File: src/rtl/rx_drain_pkg.sv
package rx_drain_pkg;
    localparam int THR_W = 4;          // holds the largest threshold, 12
    localparam int MAX_THR = 12;

    typedef enum logic [1:0] {
        ST_IDLE  = 2'd0,
        ST_REQ   = 2'd1,
        ST_BURST = 2'd2
    } drain_state_e;
endpackage

File: src/rtl/rx_drain_thresh.sv
module rx_drain_thresh
    import rx_drain_pkg::*;
(
    input  logic [1:0]       sel,
    input  logic             wide,
    output logic [THR_W-1:0] thr
);
    logic [THR_W-1:0] narrow_thr;

    // 16-bit steps 2,4,8,12; 32-bit steps are half as many units
    always_comb begin
        unique case (sel)
            2'd0: narrow_thr = THR_W'(2);
            2'd1: narrow_thr = THR_W'(4);
            2'd2: narrow_thr = THR_W'(8);
            default: narrow_thr = THR_W'(12);
        endcase
        thr = wide ? (narrow_thr >> 1) : narrow_thr;
    end

    // a_r1_thr_range: every code gives a usable, in-range threshold
    always_comb begin
        a_r1_thr_range: assert (thr != '0 && thr <= THR_W'(MAX_THR));
    end
endmodule

File: src/rtl/rx_drain_cnt.sv
module rx_drain_cnt
    import rx_drain_pkg::*;
(
    input  logic             clk,
    input  logic             rst_n,
    input  logic             load,
    input  logic             dec,
    input  logic [THR_W-1:0] load_val,
    output logic             last
);
    logic [THR_W-1:0] cnt_q;

    always_ff @(posedge clk) begin
        if (!rst_n)
            cnt_q <= '0;
        else if (load)
            cnt_q <= load_val;
        else if (dec && cnt_q != '0)
            cnt_q <= cnt_q - THR_W'(1);
    end

    assign last = (cnt_q == THR_W'(1));

    // a_r5_cnt_step: each counted transfer removes exactly one unit
    a_r5_cnt_step: assert property (@(posedge clk) disable iff (!rst_n)
        (dec && !load && cnt_q != '0) |=> (cnt_q == $past(cnt_q) - THR_W'(1)));
    // a_r5_cnt_load: a burst starts with the full threshold
    a_r5_cnt_load: assert property (@(posedge clk) disable iff (!rst_n)
        load |=> (cnt_q == $past(load_val)));
endmodule

File: src/rtl/rx_drain_fsm.sv
module rx_drain_fsm
    import rx_drain_pkg::*;
#(
    parameter int LVL_W = 6
) (
    input  logic             clk,
    input  logic             rst_n,
    input  logic             blk_mode,
    input  logic [LVL_W-1:0] fifo_level,
    input  logic [THR_W-1:0] thr,
    input  logic             xfer_ack,
    input  logic             cnt_last,
    output logic             cnt_load,
    output logic             cnt_dec,
    output logic             bus_req,
    output logic             xfer_en,
    output logic             burst_end
);
    drain_state_e state_q, state_d;
    logic active, fifo_empty, take_last, at_thr;

    assign fifo_empty = (fifo_level == '0);
    assign at_thr     = (fifo_level >= LVL_W'(thr));
    assign active     = (state_q != ST_IDLE);
    // the acknowledged transfer drains the FIFO or completes the block
    assign take_last  = (fifo_level == LVL_W'(1)) || (blk_mode && cnt_last);

    always_ff @(posedge clk) begin
        if (!rst_n)
            state_q <= ST_IDLE;
        else
            state_q <= state_d;
    end

    always_comb begin
        state_d = state_q;
        unique case (state_q)
            ST_IDLE: begin
                if (at_thr) state_d = ST_REQ;
            end
            ST_REQ, ST_BURST: begin
                if (fifo_empty)
                    state_d = ST_IDLE;
                else if (xfer_ack)
                    state_d = take_last ? ST_IDLE : ST_BURST;
            end
            default: state_d = ST_IDLE;
        endcase
    end

    always_comb begin
        bus_req   = (state_q == ST_REQ);
        xfer_en   = active && !fifo_empty;
        cnt_load  = (state_q == ST_IDLE) && at_thr;
        cnt_dec   = xfer_en && xfer_ack;
        burst_end = active && (fifo_empty || (xfer_ack && take_last));
    end

    // a_r2_raise: threshold reached while idle raises the request next cycle
    a_r2_raise: assert property (@(posedge clk) disable iff (!rst_n)
        (state_q == ST_IDLE && at_thr) |=> bus_req);
    // a_r3_req_held: request stays up until a transfer is acknowledged
    a_r3_req_held: assert property (@(posedge clk) disable iff (!rst_n)
        (bus_req && !xfer_ack && !fifo_empty) |=> bus_req);
    // a_r3_req_drop: an acknowledged first transfer drops the request
    a_r3_req_drop: assert property (@(posedge clk) disable iff (!rst_n)
        (bus_req && xfer_ack) |=> !bus_req);
    // a_r8_empty_exit: an empty FIFO ends any active burst
    a_r8_empty_exit: assert property (@(posedge clk) disable iff (!rst_n)
        (active && fifo_empty) |=> (state_q == ST_IDLE));
    // a_r9_gap: a finished burst is followed by an idle cycle
    a_r9_gap: assert property (@(posedge clk) disable iff (!rst_n)
        burst_end |=> (state_q == ST_IDLE && !bus_req));
endmodule

File: src/rtl/rx_drain_sched.sv
module rx_drain_sched
    import rx_drain_pkg::*;
#(
    parameter int LVL_W = 6
) (
    input  logic             clk,
    input  logic             rst_n,
    input  logic [1:0]       thr_sel,
    input  logic             blk_mode,
    input  logic             wide_unit,
    input  logic [LVL_W-1:0] fifo_level,
    input  logic             xfer_ack,
    output logic             bus_req,
    output logic             xfer_en,
    output logic             burst_end
);
    logic [THR_W-1:0] thr;
    logic cnt_load, cnt_dec, cnt_last;

    rx_drain_thresh u_thresh (
        .sel  (thr_sel),
        .wide (wide_unit),
        .thr  (thr)
    );

    rx_drain_cnt u_cnt (
        .clk      (clk),
        .rst_n    (rst_n),
        .load     (cnt_load),
        .dec      (cnt_dec),
        .load_val (thr),
        .last     (cnt_last)
    );

    rx_drain_fsm #(.LVL_W(LVL_W)) u_fsm (
        .clk        (clk),
        .rst_n      (rst_n),
        .blk_mode   (blk_mode),
        .fifo_level (fifo_level),
        .thr        (thr),
        .xfer_ack   (xfer_ack),
        .cnt_last   (cnt_last),
        .cnt_load   (cnt_load),
        .cnt_dec    (cnt_dec),
        .bus_req    (bus_req),
        .xfer_en    (xfer_en),
        .burst_end  (burst_end)
    );
endmodule

File: config.mk
export PLATFORM = sky130hd
export DESIGN_NAME = rx_drain_sched
export DESIGN_NICKNAME = d
export VERILOG_FILES = /design/src/rtl/rx_drain_pkg.sv /design/src/rtl/rx_drain_thresh.sv /design/src/rtl/rx_drain_cnt.sv /design/src/rtl/rx_drain_fsm.sv /design/src/rtl/rx_drain_sched.sv
export SDC_FILE = /design/constraint.sdc
export NUM_CORES = 1
export LEC_CHECK = 0
export BUFFER_PORTS_ARGS = -buffer_cell sky130_fd_sc_hd__buf_2
export CORE_MARGIN = 4
export CORE_UTILIZATION = 51
export DETAILED_ROUTE_END_ITERATION = 12
export GPL_ROUTABILITY_DRIVEN = 0
export PLACE_DENSITY_LB_ADDON = 0.15
export RECOVER_POWER = 25
export SETUP_SLACK_MARGIN = 0.3
export SLEW_MARGIN = 20
export SYNTH_ARGS = -nofsm -noshare
export SYNTH_HDL_FRONTEND = slang
export SYNTH_SLANG_ARGS = --single-unit
export TNS_END_PERCENT = 50
File: constraint.sdc
create_clock -name clk -period 2.9 [get_ports clk]
set_clock_uncertainty 0.15 [all_clocks]
set_input_delay 0.87 -clock clk [delete_from_list [all_inputs] [get_ports clk]]
set_output_delay 0.87 -clock clk [all_outputs]
set_load 0.05 [all_outputs]
==> results of run 1 <==
## metrics by stage
stage	TNS, ns	total power [mW]	worst slack [ns]	hold WS [ns]	area [sq um]
finish	-0.1522	0.4936	-0.1522	0.3658	964.7
global route	-0.1961	0.5314	-0.1715	0.4046	964.7
CTS	-0.1410	0.4712	-0.1410	0.3592	888.4
detailed placement	-0.2505	0.3788	-0.2505	0.3533	835.8
global placement	-0.2301	0.3770	-0.2301	0.3463	835.8
floorplan	0	0.3172	0.02646	0.3207	686.9
## cells in the mapped netlist (all sizes together) (2+ instances only)
master	n	share of area
o211ai	2	0.030
o311a	2	0.030
inv	9	0.050
nand3	3	0.022
nor2	4	0.026
and2	2	0.021
nor3b	2	0.022
ha	9	0.17
and3	3	0.028
a21oi	3	0.022
nand2	5	0.028
dfxtp	6	0.18
a221oi	2	0.045
o32ai	2	0.026
o21a	2	0.024
a31oi	2	0.019
nor3	2	0.015
o21ai	5	0.037
## layer usage
layer	routed length (um)	up-vias	global-route usage	part of all wire
met5	0	-	0	0
met4	38	0	0.05422	0.019
met3	131	6	0.07317	0.067
met2	953	31	0.3285	0.49
met1	841	323	0.2736	0.43
li1	-	359	-	-
## flip-flops by register name, indices dropped and copies added (netlist names)
| name | flops |
|---|---|
| u_cnt.cnt_q | 4 |
| u_fsm.state_q | 2 |
## power groups by stage
stage               registers [mW]  logic [mW]  clock network [mW]
CTS                          0.121       0.267              0.0824
finish                       0.122       0.290              0.0814
detailed placement           0.120       0.258                   0
global route                 0.125       0.318              0.0888
global placement             0.121       0.256                   0
floorplan                    0.115       0.202                   0
## layout by cell type (no fill, tap or decap), types with 2 or more instances in the layout
cell / n
sky130_fd_sc_hd__o21ai_2: 2
sky130_fd_sc_hd__nor3_1: 2
sky130_fd_sc_hd__o311a_1: 2
sky130_fd_sc_hd__nand3_1: 3
sky130_fd_sc_hd__a21oi_1: 3
sky130_fd_sc_hd__buf_6: 4
sky130_fd_sc_hd__nand2_1: 5
sky130_fd_sc_hd__nor2_1: 3
sky130_fd_sc_hd__buf_4: 12
sky130_fd_sc_hd__a221oi_2: 2
sky130_fd_sc_hd__a31oi_1: 2
sky130_fd_sc_hd__inv_1: 9
sky130_fd_sc_hd__dfxtp_1: 6
sky130_fd_sc_hd__o21ai_0: 2
sky130_fd_sc_hd__clkbuf_4: 3
sky130_fd_sc_hd__ha_1: 8
sky130_fd_sc_hd__buf_2: 10
sky130_fd_sc_hd__and3_1: 2
## area by class of cell
cell class	count	area, sq um
Clock buffer	3	22.52
Fill cell	69	206.4
Inverter	9	33.78
Multi-Input combinational cell	62	566.8
Sequential cell	6	120.1
Tap cell	14	17.52
Timing Repair Buffer	28	203.9
## path summary, 6_finish.rpt
check | start | end | slack, ns
worst max-delay path | fifo_level[5] | burst_end | -0.15
worst min-delay path | u_fsm.state_q[1] | u_fsm.state_q[1] | 0.37
worst max register to register | u_fsm.state_q[0] | u_cnt.cnt_q[3] | 0.92
worst min register to register | u_fsm.state_q[1] | u_fsm.state_q[1] | 0.37
## kinds of logic (layout without fill, tap and decap cells)
family	Yosys count	in the layout	share of synthesized area
AOI/OAI and AO/OA	26	26	0.3284
adders and majority gates	9	9	0.1679
buffers and inverters	10	40	0.06716
DFF	6	6	0.1791
muxes	1	1	0.01493
and+or+nand+nor	26	26	0.2426
## worst max-delay path: cells and delay by family
family	cells	cell delay, ns
AOI/OAI and AO/OA	1	0.13
buffers and inverters	2	0.24
and+or+nand+nor	2	0.80
## repair_timing
item / CTS / global route
buffers inserted: 0 / 4
endpoints found under the hold margin: 0 / 0
setup endpoints to repair: 2 / 6
hold buffers: 0 / 0
pin swaps: 2 / 3
gates resized for setup: 6 / 7
==> impl_results.html, run 1 <==
<table>
<tr><th>Metric</th><th>Value</th></tr>
<tr><th colspan="2">Run status</th></tr>
<tr><td>Run status</td><td>finished, violations left</td></tr>
<tr><td>Failing checks</td><td>setup timing</td></tr>
<tr><th colspan="2">Clock network</th></tr>
<tr><td>Clock edge transition at the registers on the reported setup and hold paths</td><td>0.05 ns</td></tr>
<tr><td>Sink Count</td><td>6</td></tr>
<tr><td>Clk_lat worst skew</td><td>between 0.2 and 0.3 ns</td></tr>
<tr><td>Clock tree from TritonCTS</td><td>yes</td></tr>
<tr><td>Root Driver</td><td>sky130_fd_sc_hd__clkbuf_4</td></tr>
<tr><td>Buffers from clock root to sink, at most</td><td>2</td></tr>
<tr><td>H-tree levels</td><td>1</td></tr>
<tr><td>Number of buffers created by CTS</td><td>3</td></tr>
<tr><th colspan="2">Cells and area</th></tr>
<tr><td>Final core utilization</td><td>0.8237</td></tr>
<tr><td>Count of non-filler cells in the finished layout</td><td>about 120</td></tr>
<tr><td>Net total in the final layout</td><td>132</td></tr>
<tr><td>Layout cells sized above 1</td><td>0.4444</td></tr>
<tr><td>Inserted Diodes</td><td>0</td></tr>
<tr><td>Synth-to-Final Area Change</td><td>43.84%</td></tr>
<tr><th colspan="2">STA</th></tr>
<tr><td>RSZ-0062 raised after global routing</td><td>true</td></tr>
<tr><td>Final worst slack</td><td>-0.1522 ns</td></tr>
<tr><td>Final number of max-transition violations</td><td>0</td></tr>
<tr><td>Share of the clock period used by the worst path</td><td>1.052</td></tr>
<tr><td>Final-report hold violation count</td><td>0</td></tr>
<tr><td>Tightest slew margin relative to the limit</td><td>0.6088</td></tr>
<tr><td>Tightest Pin Transition</td><td>slightly below 0.6 ns</td></tr>
<tr><td>Setup violations, final</td><td>1</td></tr>
<tr><td>Min Tclk post-route</td><td>roughly 3.1 ns</td></tr>
<tr><td>Highest attainable clock frequency</td><td>~0.33 GHz</td></tr>
<tr><th colspan="2">Die</th></tr>
<tr><td>Area enclosed by the die boundary</td><td>0.001959 sq mm</td></tr>
<tr><td>Chip Height</td><td>about 44 um</td></tr>
<tr><td>Die X</td><td>about 44 um</td></tr>
<tr><td>Row cnt</td><td>12</td></tr>
<tr><td>Effective utilization at floorplan</td><td>0.5726</td></tr>
<tr><td>I/O Pins</td><td>16</td></tr>
<tr><td>Placeable Area</td><td>0.001171 sq mm</td></tr>
<tr><th colspan="2">Worst setup path</th></tr>
<tr><td>FF-to-FF path depth</td><td>6</td></tr>
<tr><td>Critical path's largest stage delay</td><td>0.57 ns</td></tr>
<tr><td>Slowest cell on the critical path</td><td>sky130_fd_sc_hd__or4_4</td></tr>
<tr><td>Category of the worst setup path launch point</td><td>input pin</td></tr>
<tr><td>Peak fanout along the critical path</td><td>3</td></tr>
<tr><td>Arrival time of the worst setup path</td><td>2.03 ns</td></tr>
<tr><td>Worst Setup End Kind</td><td>primary output</td></tr>
<tr><td>Crit path kind</td><td>input pin to primary output</td></tr>
<tr><td>Crit-path cells</td><td>buf_6, or4_4, o32ai_4, and3_4, buf_8</td></tr>
<tr><td>Worst EP required</td><td>between 1.5 and 2 ns</td></tr>
<tr><th colspan="2">Logic synthesis</th></tr>
<tr><td>Post-synthesis net count</td><td>100</td></tr>
<tr><td>Count of flip-flops with a built-in enable after synthesis</td><td>0</td></tr>
<tr><td>Part of the Yosys area used for sequential elements</td><td>0.1791</td></tr>
<tr><td>Distinct cells, synth</td><td>36</td></tr>
<tr><td>Seq cells post-synth</td><td>6</td></tr>
<tr><td>Yosys warning total</td><td>0</td></tr>
<tr><td>Primary FF master, synth</td><td>sky130_fd_sc_hd__dfxtp_1</td></tr>
<tr><td>Ys async rst share</td><td>0</td></tr>
<tr><td>Post-synthesis instance area</td><td>between 600 and 700 sq um</td></tr>
<tr><td>Synthesized area per cell</td><td>between 8 and 9 sq um</td></tr>
<tr><td>Post-synthesis instance total</td><td>78</td></tr>
<tr><th colspan="2">Route</th></tr>
<tr><td>Count of antenna-violating nets left after detailed routing</td><td>0</td></tr>
<tr><td>Initial detailed-routing violation count</td><td>48</td></tr>
<tr><td>Number of design rule violations left after detail routing</td><td>0</td></tr>
<tr><td>Final wirelength</td><td>slightly below 2 mm</td></tr>
<tr><td>Via density per instance</td><td>between 5 and 6</td></tr>
<tr><td>Vias after detailed routing</td><td>a little over 700</td></tr>
<tr><td>Pre-antenna DRT Iters</td><td>4</td></tr>
<tr><td>Final routed wire length divided by cell count</td><td>between 15 and 20 um</td></tr>
<tr><th colspan="2">Hold path</th></tr>
<tr><td>Tightest Hold Check Type</td><td>flip-flop to flip-flop</td></tr>
<tr><td>Hold Path Stages</td><td>2</td></tr>
<tr><th colspan="2">GRT</th></tr>
<tr><td>Number of global-route vias before repair</td><td>671</td></tr>
<tr><td>Total global-route track usage</td><td>0.2101</td></tr>
<tr><td>Number of antenna violations at the first check in global routing</td><td>0</td></tr>
<tr><td>Total gr overflow</td><td>0</td></tr>
<tr><td>Largest net degree at the start of global routing</td><td>10</td></tr>
<tr><td>Global-route wire length before repair</td><td>3.036 mm</td></tr>
<tr><th colspan="2">Power and ir drop</th></tr>
<tr><td>Fraction of power spent switching nets</td><td>0.4585</td></tr>
<tr><td>Leakage power</td><td>about 0.43 nW</td></tr>
<tr><td>Total net switching power</td><td>around 230 uW</td></tr>
<tr><td>Total power per unit cell area</td><td>between 500 and 600 mW/mm^2</td></tr>
<tr><td>Internal portion of total power</td><td>roughly 270 uW</td></tr>
<tr><td>Combinational share of power</td><td>0.587</td></tr>
<tr><td>Worst vdd ir</td><td>about 400 uV</td></tr>
<tr><td>Clk pwr share</td><td>0.165</td></tr>
<tr><td>Fraction of power consumed by sequential logic</td><td>0.248</td></tr>
<tr><th colspan="2">Place</th></tr>
<tr><td>Total instance count after detailed placement</td><td>115</td></tr>
<tr><td>DP HPWL</td><td>approximately 1.3 mm</td></tr>
<tr><td>Count of buffers from port buffering</td><td>15</td></tr>
<tr><th colspan="2">Job</th></tr>
<tr><td>Max-cap viol count</td><td>0</td></tr>
</table>
(Power assumes the default switching activity.)
==> inputs of run 2 (changes only) <==
--- a/config.mk
+++ b/config.mk
@@ -5,6 +5,7 @@
 export SDC_FILE = /design/constraint.sdc
 export NUM_CORES = 1
 export LEC_CHECK = 0
+export ABC_AREA = 1
 export BUFFER_PORTS_ARGS = -buffer_cell sky130_fd_sc_hd__buf_2
 export CORE_MARGIN = 4
 export CORE_UTILIZATION = 51
==> run 2 against run 1 <==
The run now ends clean; cell area down 9.7%; sequential power up 15%; utilization down 15 points; critical path type unchanged; wire length down 28%; setup slack better by 0.40 ns; via count down 0.42%; critical path depth up 2.
==> impl_results.html, run 2 <==
<table>
<tr><th>Metric</th><th>Value</th></tr>
<tr><th colspan="2">Worst setup path</th></tr>
<tr><td>Worst EP required</td><td>1.88 ns (about the same)</td></tr>
<tr><td>Peak fanout along the critical path</td><td>2 (was 3)</td></tr>
<tr><td>Crit path top cell by count</td><td>sky130_fd_sc_hd__nand2_2</td></tr>
<tr><td>Cell family with most CP delay</td><td>simple AND/OR/NAND/NOR gates (unchanged)</td></tr>
<tr><td>Category of the worst setup path launch point</td><td>input pin (unchanged)</td></tr>
<tr><td>Worst Setup End Kind</td><td>primary output (unchanged)</td></tr>
<tr><td>Crit-path cells</td><td>buf_2, nor2_4, nand3_2, nand2_2, nand2_2, a21oi_4, buf_6 (was buf_6, or4_4, o32ai_4, and3_4, buf_8)</td></tr>
<tr><td>Worst path bufs/invs</td><td>2 (unchanged)</td></tr>
<tr><td>Arrival time of the worst setup path</td><td>1.63 ns (was 2.03 ns)</td></tr>
<tr><td>Critical path's largest stage delay</td><td>0.17 ns (was 0.57 ns)</td></tr>
<tr><td>Slowest cell on the critical path</td><td>sky130_fd_sc_hd__buf_6 (was sky130_fd_sc_hd__or4_4)</td></tr>
<tr><td>Crit path kind</td><td>input pin to primary output (unchanged)</td></tr>
<tr><th colspan="2">Cells and area</th></tr>
<tr><td>Synth-to-Final Area Change</td><td>26.09% (was 43.84%)</td></tr>
<tr><td>Commonest non-fill, non-tap cell in the layout</td><td>sky130_fd_sc_hd__nand2_1 (was sky130_fd_sc_hd__buf_4)</td></tr>
<tr><td>Total non-filler cell area in the finished layout</td><td>870.8 sq um (was 964.7 sq um)</td></tr>
<tr><td>Biggest registers after layout</td><td>u_cnt.cnt_q x4, u_fsm.state_q x2 (unchanged)</td></tr>
<tr><td>Number of flip-flops in the largest register</td><td>4 (unchanged)</td></tr>
<tr><td>Most frequent cells in the layout</td><td>23 x sky130_fd_sc_hd__nand2_1, 21 x sky130_fd_sc_hd__inv_1, 15 x sky130_fd_sc_hd__nand3_1 (was 12 x sky130_fd_sc_hd__buf_4, 10 x sky130_fd_sc_hd__buf_2, 9 x sky130_fd_sc_hd__inv_1)</td></tr>
<tr><td>Inserted Diodes</td><td>0 (unchanged)</td></tr>
<tr><td>Most flop-heavy register</td><td>u_cnt.cnt_q (unchanged)</td></tr>
<tr><td>Layout cells sized above 1</td><td>0.2836 (was 0.4444)</td></tr>
<tr><td>Net total in the final layout</td><td>158 (was 132)</td></tr>
<tr><th colspan="2">Logic synthesis</th></tr>
<tr><td>Post-synthesis net count</td><td>136 (was 100)</td></tr>
<tr><td>Synthesized area per cell</td><td>6.058 sq um (was 8.598 sq um)</td></tr>
<tr><td>Primary FF master, synth</td><td>sky130_fd_sc_hd__dfxtp_1 (unchanged)</td></tr>
<tr><td>Most used standard cells in the synthesized netlist</td><td>24 x sky130_fd_sc_hd__nand2_1, 22 x sky130_fd_sc_hd__inv_1, 17 x sky130_fd_sc_hd__nand3_1 (was 9 x sky130_fd_sc_hd__ha_1, 9 x sky130_fd_sc_hd__inv_1, 6 x sky130_fd_sc_hd__dfxtp_1)</td></tr>
<tr><td>Seq cells post-synth</td><td>6 (unchanged)</td></tr>
<tr><td>Post-synthesis instance area</td><td>690.7 sq um (was 670.6 sq um)</td></tr>
<tr><td>Share of Yosys cell area claimed by the top area cell type</td><td>0.1739 (was 0.1791)</td></tr>
<tr><td>Post-synthesis instance total</td><td>114 (was 78)</td></tr>
<tr><td>Top-count cell post-synth</td><td>sky130_fd_sc_hd__nand2_1</td></tr>
<tr><td>Yosys warning total</td><td>0 (unchanged)</td></tr>
<tr><td>Count of flip-flops with a built-in enable after synthesis</td><td>0 (unchanged)</td></tr>
<tr><td>Ys async rst share</td><td>0 (unchanged)</td></tr>
<tr><td>Part of the Yosys area used for sequential elements</td><td>0.1739 (was 0.1791)</td></tr>
<tr><td>Cell taking the most area after synthesis</td><td>sky130_fd_sc_hd__dfxtp_1 (unchanged)</td></tr>
<tr><td>Dominant cells by area after synthesis</td><td>sky130_fd_sc_hd__dfxtp_1 17%, sky130_fd_sc_hd__ha_1 16%, sky130_fd_sc_hd__nand2_1 13% (was sky130_fd_sc_hd__dfxtp_1 18%, sky130_fd_sc_hd__ha_1 17%, sky130_fd_sc_hd__inv_1 5.0%)</td></tr>
<tr><td>Distinct cells, synth</td><td>19 (was 36)</td></tr>
<tr><th colspan="2">Die</th></tr>
<tr><td>I/O Pins</td><td>16 (unchanged)</td></tr>
<tr><td>Placeable Area</td><td>0.001285 sq mm (was 0.001171 sq mm)</td></tr>
<tr><td>Area enclosed by the die boundary</td><td>0.002007 sq mm (was 0.001959 sq mm)</td></tr>
<tr><td>Row cnt</td><td>13 (was 12)</td></tr>
<tr><td>Die X</td><td>44.80 um (was 44.26 um)</td></tr>
<tr><td>Effective utilization at floorplan</td><td>0.5375 (was 0.5726)</td></tr>
<tr><td>Chip Height</td><td>44.80 um (was 44.26 um)</td></tr>
<tr><th colspan="2">Power and ir drop</th></tr>
<tr><td>Fraction of power spent switching nets</td><td>0.5084 (was 0.4585)</td></tr>
<tr><td>Clk pwr share</td><td>0.109 (was 0.165)</td></tr>
<tr><td>Total power per unit cell area</td><td>781.6 mW/mm^2 (was 511.7 mW/mm^2)</td></tr>
<tr><td>Internal portion of total power</td><td>334.6 uW (was 267.3 uW)</td></tr>
<tr><td>Leakage power</td><td>0.4851 nW (was 0.4282 nW)</td></tr>
<tr><td>Total power</td><td>680.6 uW (was 493.6 uW)</td></tr>
<tr><td>Fraction of power consumed by sequential logic</td><td>0.206 (was 0.248)</td></tr>
<tr><td>Worst vdd ir</td><td>446.8 uV (was 398.7 uV)</td></tr>
<tr><td>Total net switching power</td><td>346.0 uW (was 226.3 uW)</td></tr>
<tr><td>Combinational share of power</td><td>0.685 (was 0.587)</td></tr>
<tr><th colspan="2">GRT</th></tr>
<tr><td>Global-route wire length before repair</td><td>2.587 mm (was 3.036 mm)</td></tr>
<tr><td>Largest net degree at the start of global routing</td><td>11 (was 10)</td></tr>
<tr><td>Total gr overflow</td><td>0 (unchanged)</td></tr>
<tr><td>Number of global-route vias before repair</td><td>669 (was 671)</td></tr>
<tr><td>Number of antenna violations at the first check in global routing</td><td>0 (unchanged)</td></tr>
<tr><td>Total global-route track usage</td><td>0.1743 (was 0.2101)</td></tr>
<tr><th colspan="2">Hold path</th></tr>
<tr><td>Tightest Hold Check Type</td><td>flip-flop to flip-flop (unchanged)</td></tr>
<tr><th colspan="2">Route</th></tr>
<tr><td>Pre-antenna DRT Iters</td><td>2 (was 4)</td></tr>
<tr><td>Number of design rule violations left after detail routing</td><td>0 (unchanged)</td></tr>
<tr><td>Via density per instance</td><td>4.805 (was 5.893)</td></tr>
<tr><td>Final wirelength</td><td>1.414 mm (was 1.964 mm)</td></tr>
<tr><td>Count of antenna-violating nets left after detailed routing</td><td>0 (unchanged)</td></tr>
<tr><td>Initial detailed-routing violation count</td><td>5 (was 48)</td></tr>
<tr><td>Final routed wire length divided by cell count</td><td>9.490 um (was 16.10 um)</td></tr>
<tr><td>Vias after detailed routing</td><td>716 (was 719)</td></tr>
<tr><th colspan="2">Clock network</th></tr>
<tr><td>Root Driver</td><td>sky130_fd_sc_hd__clkbuf_4 (unchanged)</td></tr>
<tr><td>Clock tree from TritonCTS</td><td>yes (unchanged)</td></tr>
<tr><td>Clk_lat worst skew</td><td>0.24 ns (was 0.25 ns)</td></tr>
<tr><td>Buffers from clock root to sink, at most</td><td>2 (unchanged)</td></tr>
<tr><td>Clock edge transition at the registers on the reported setup and hold paths</td><td>0.04 ns (was 0.05 ns)</td></tr>
<tr><td>H-tree levels</td><td>1 (unchanged)</td></tr>
<tr><td>Number of buffers created by CTS</td><td>3 (unchanged)</td></tr>
<tr><td>Sink Count</td><td>6 (unchanged)</td></tr>
<tr><th colspan="2">STA</th></tr>
<tr><td>Tightest slew margin relative to the limit</td><td>0.6097 (was 0.6088)</td></tr>
<tr><td>Share of the clock period used by the worst path</td><td>0.9130 (was 1.052)</td></tr>
<tr><td>Tightest Pin Transition</td><td>0.5880 ns (was 0.5893 ns)</td></tr>
<tr><td>Setup violations, final</td><td>0 (was 1)</td></tr>
<tr><td>Hold slack</td><td>0.3017 ns (was 0.3658 ns)</td></tr>
<tr><td>Highest attainable clock frequency</td><td>0.3777 GHz (was 0.3276 GHz)</td></tr>
<tr><td>Min Tclk post-route</td><td>2.648 ns (was 3.052 ns)</td></tr>
<tr><td>Final sum of negative setup slack</td><td>0 ns (was -0.1522 ns)</td></tr>
<tr><td>RSZ-0062 raised after global routing</td><td>true (unchanged)</td></tr>
<tr><td>Final number of max-transition violations</td><td>0 (unchanged)</td></tr>
<tr><td>Final-report hold violation count</td><td>0 (unchanged)</td></tr>
<tr><th colspan="2">Place</th></tr>
<tr><td>DP HPWL</td><td>1.149 mm (was 1.332 mm)</td></tr>
<tr><td>Count of buffers from port buffering</td><td>15 (unchanged)</td></tr>
<tr><td>Instance area after placement</td><td>788.3 sq um (was 835.8 sq um)</td></tr>
<tr><th colspan="2">Job</th></tr>
<tr><td>Max-cap viol count</td><td>0 (unchanged)</td></tr>
<tr><th colspan="2">Run status</th></tr>
<tr><td>Run status</td><td>finished, final reports clean (was finished, violations left)</td></tr>
</table>
[run 2: worst reg2reg max path, delay by kind of cell (launching register included)]
family | cells | cell delay (ns)
flip-flops | 1 | 0.35
adder cells (fa/ha/maj) | 1 | 0.35
AND/OR/NAND/NOR | 6 | 0.49
buffers and inverters | 3 | 0.24
[run 2: power by group through the flow]
stage,logic [mW],clock network [mW],registers [mW]
after floorplan,0.386,0,0.137
after detailed placement,0.460,0,0.141
after global placement,0.455,0,0.141
after global routing,0.535,0.0844,0.145
final,0.466,0.0744,0.140
after CTS,0.468,0.0764,0.140
[run 2: metrics by stage]
stage | utilization | worst slack [ns] | std cells
finish | 0.6777 | 0.2524 | 149
global route | 0.6777 | 0.1924 | 149
CTS | 0.6650 | 0.2471 | 147
detailed placement | 0.6134 | 0.1083 | 143
global placement | 0.6134 | 0.1320 | 143
floorplan | - | 0.3148 | 114
[run 2: area by class of cell]
type,count,area [sq um]
Sequential cell,6,120.1
Tap cell,15,18.77
Clock buffer,3,22.52
Inverter,25,93.84
Multi-Input combinational cell,82,510.5
Fill cell,120,414.1
Timing Repair Buffer,18,105.1
[run 2: cell families after synthesis]
family,Yosys count,synth area share
fa+ha+maj,9,0.1630
buf+inv,26,0.1467
xor+xnor,2,0.02537
simple gates,63,0.4257
compound gates,8,0.06523
flops,6,0.1739
[run 2: path summary, 6_finish.rpt]
kind                          from          endpoint  slack (ns)  depth (start not counted)
setup / recovery     fifo_level[2]         burst_end        0.25                          7
hold / removal    u_fsm.state_q[1]  u_fsm.state_q[1]        0.30                          2
setup reg to reg  u_fsm.state_q[0]    u_cnt.cnt_q[2]        1.21                         10
hold reg to reg   u_fsm.state_q[1]  u_fsm.state_q[1]        0.30                          2
[run 2: what timing repair did]
| item | 4_1_cts | 5_1_grt |
|---|---|---|
| resized for setup | 10 | 3 |
| hold buffers | 0 | 0 |
| pin swaps | 3 | 6 |
| setup buffers | 1 | 2 |
| endpoints found under the setup margin | 2 | 2 |
| endpoints found under the hold margin | 0 | 0 |
[run 2: metal layers]
layer	track usage	share of wire
met1	0.1947	0.44
met2	0.3066	0.48
met3	0.07570	0.051
met4	0.03509	0.026
met5	0	0
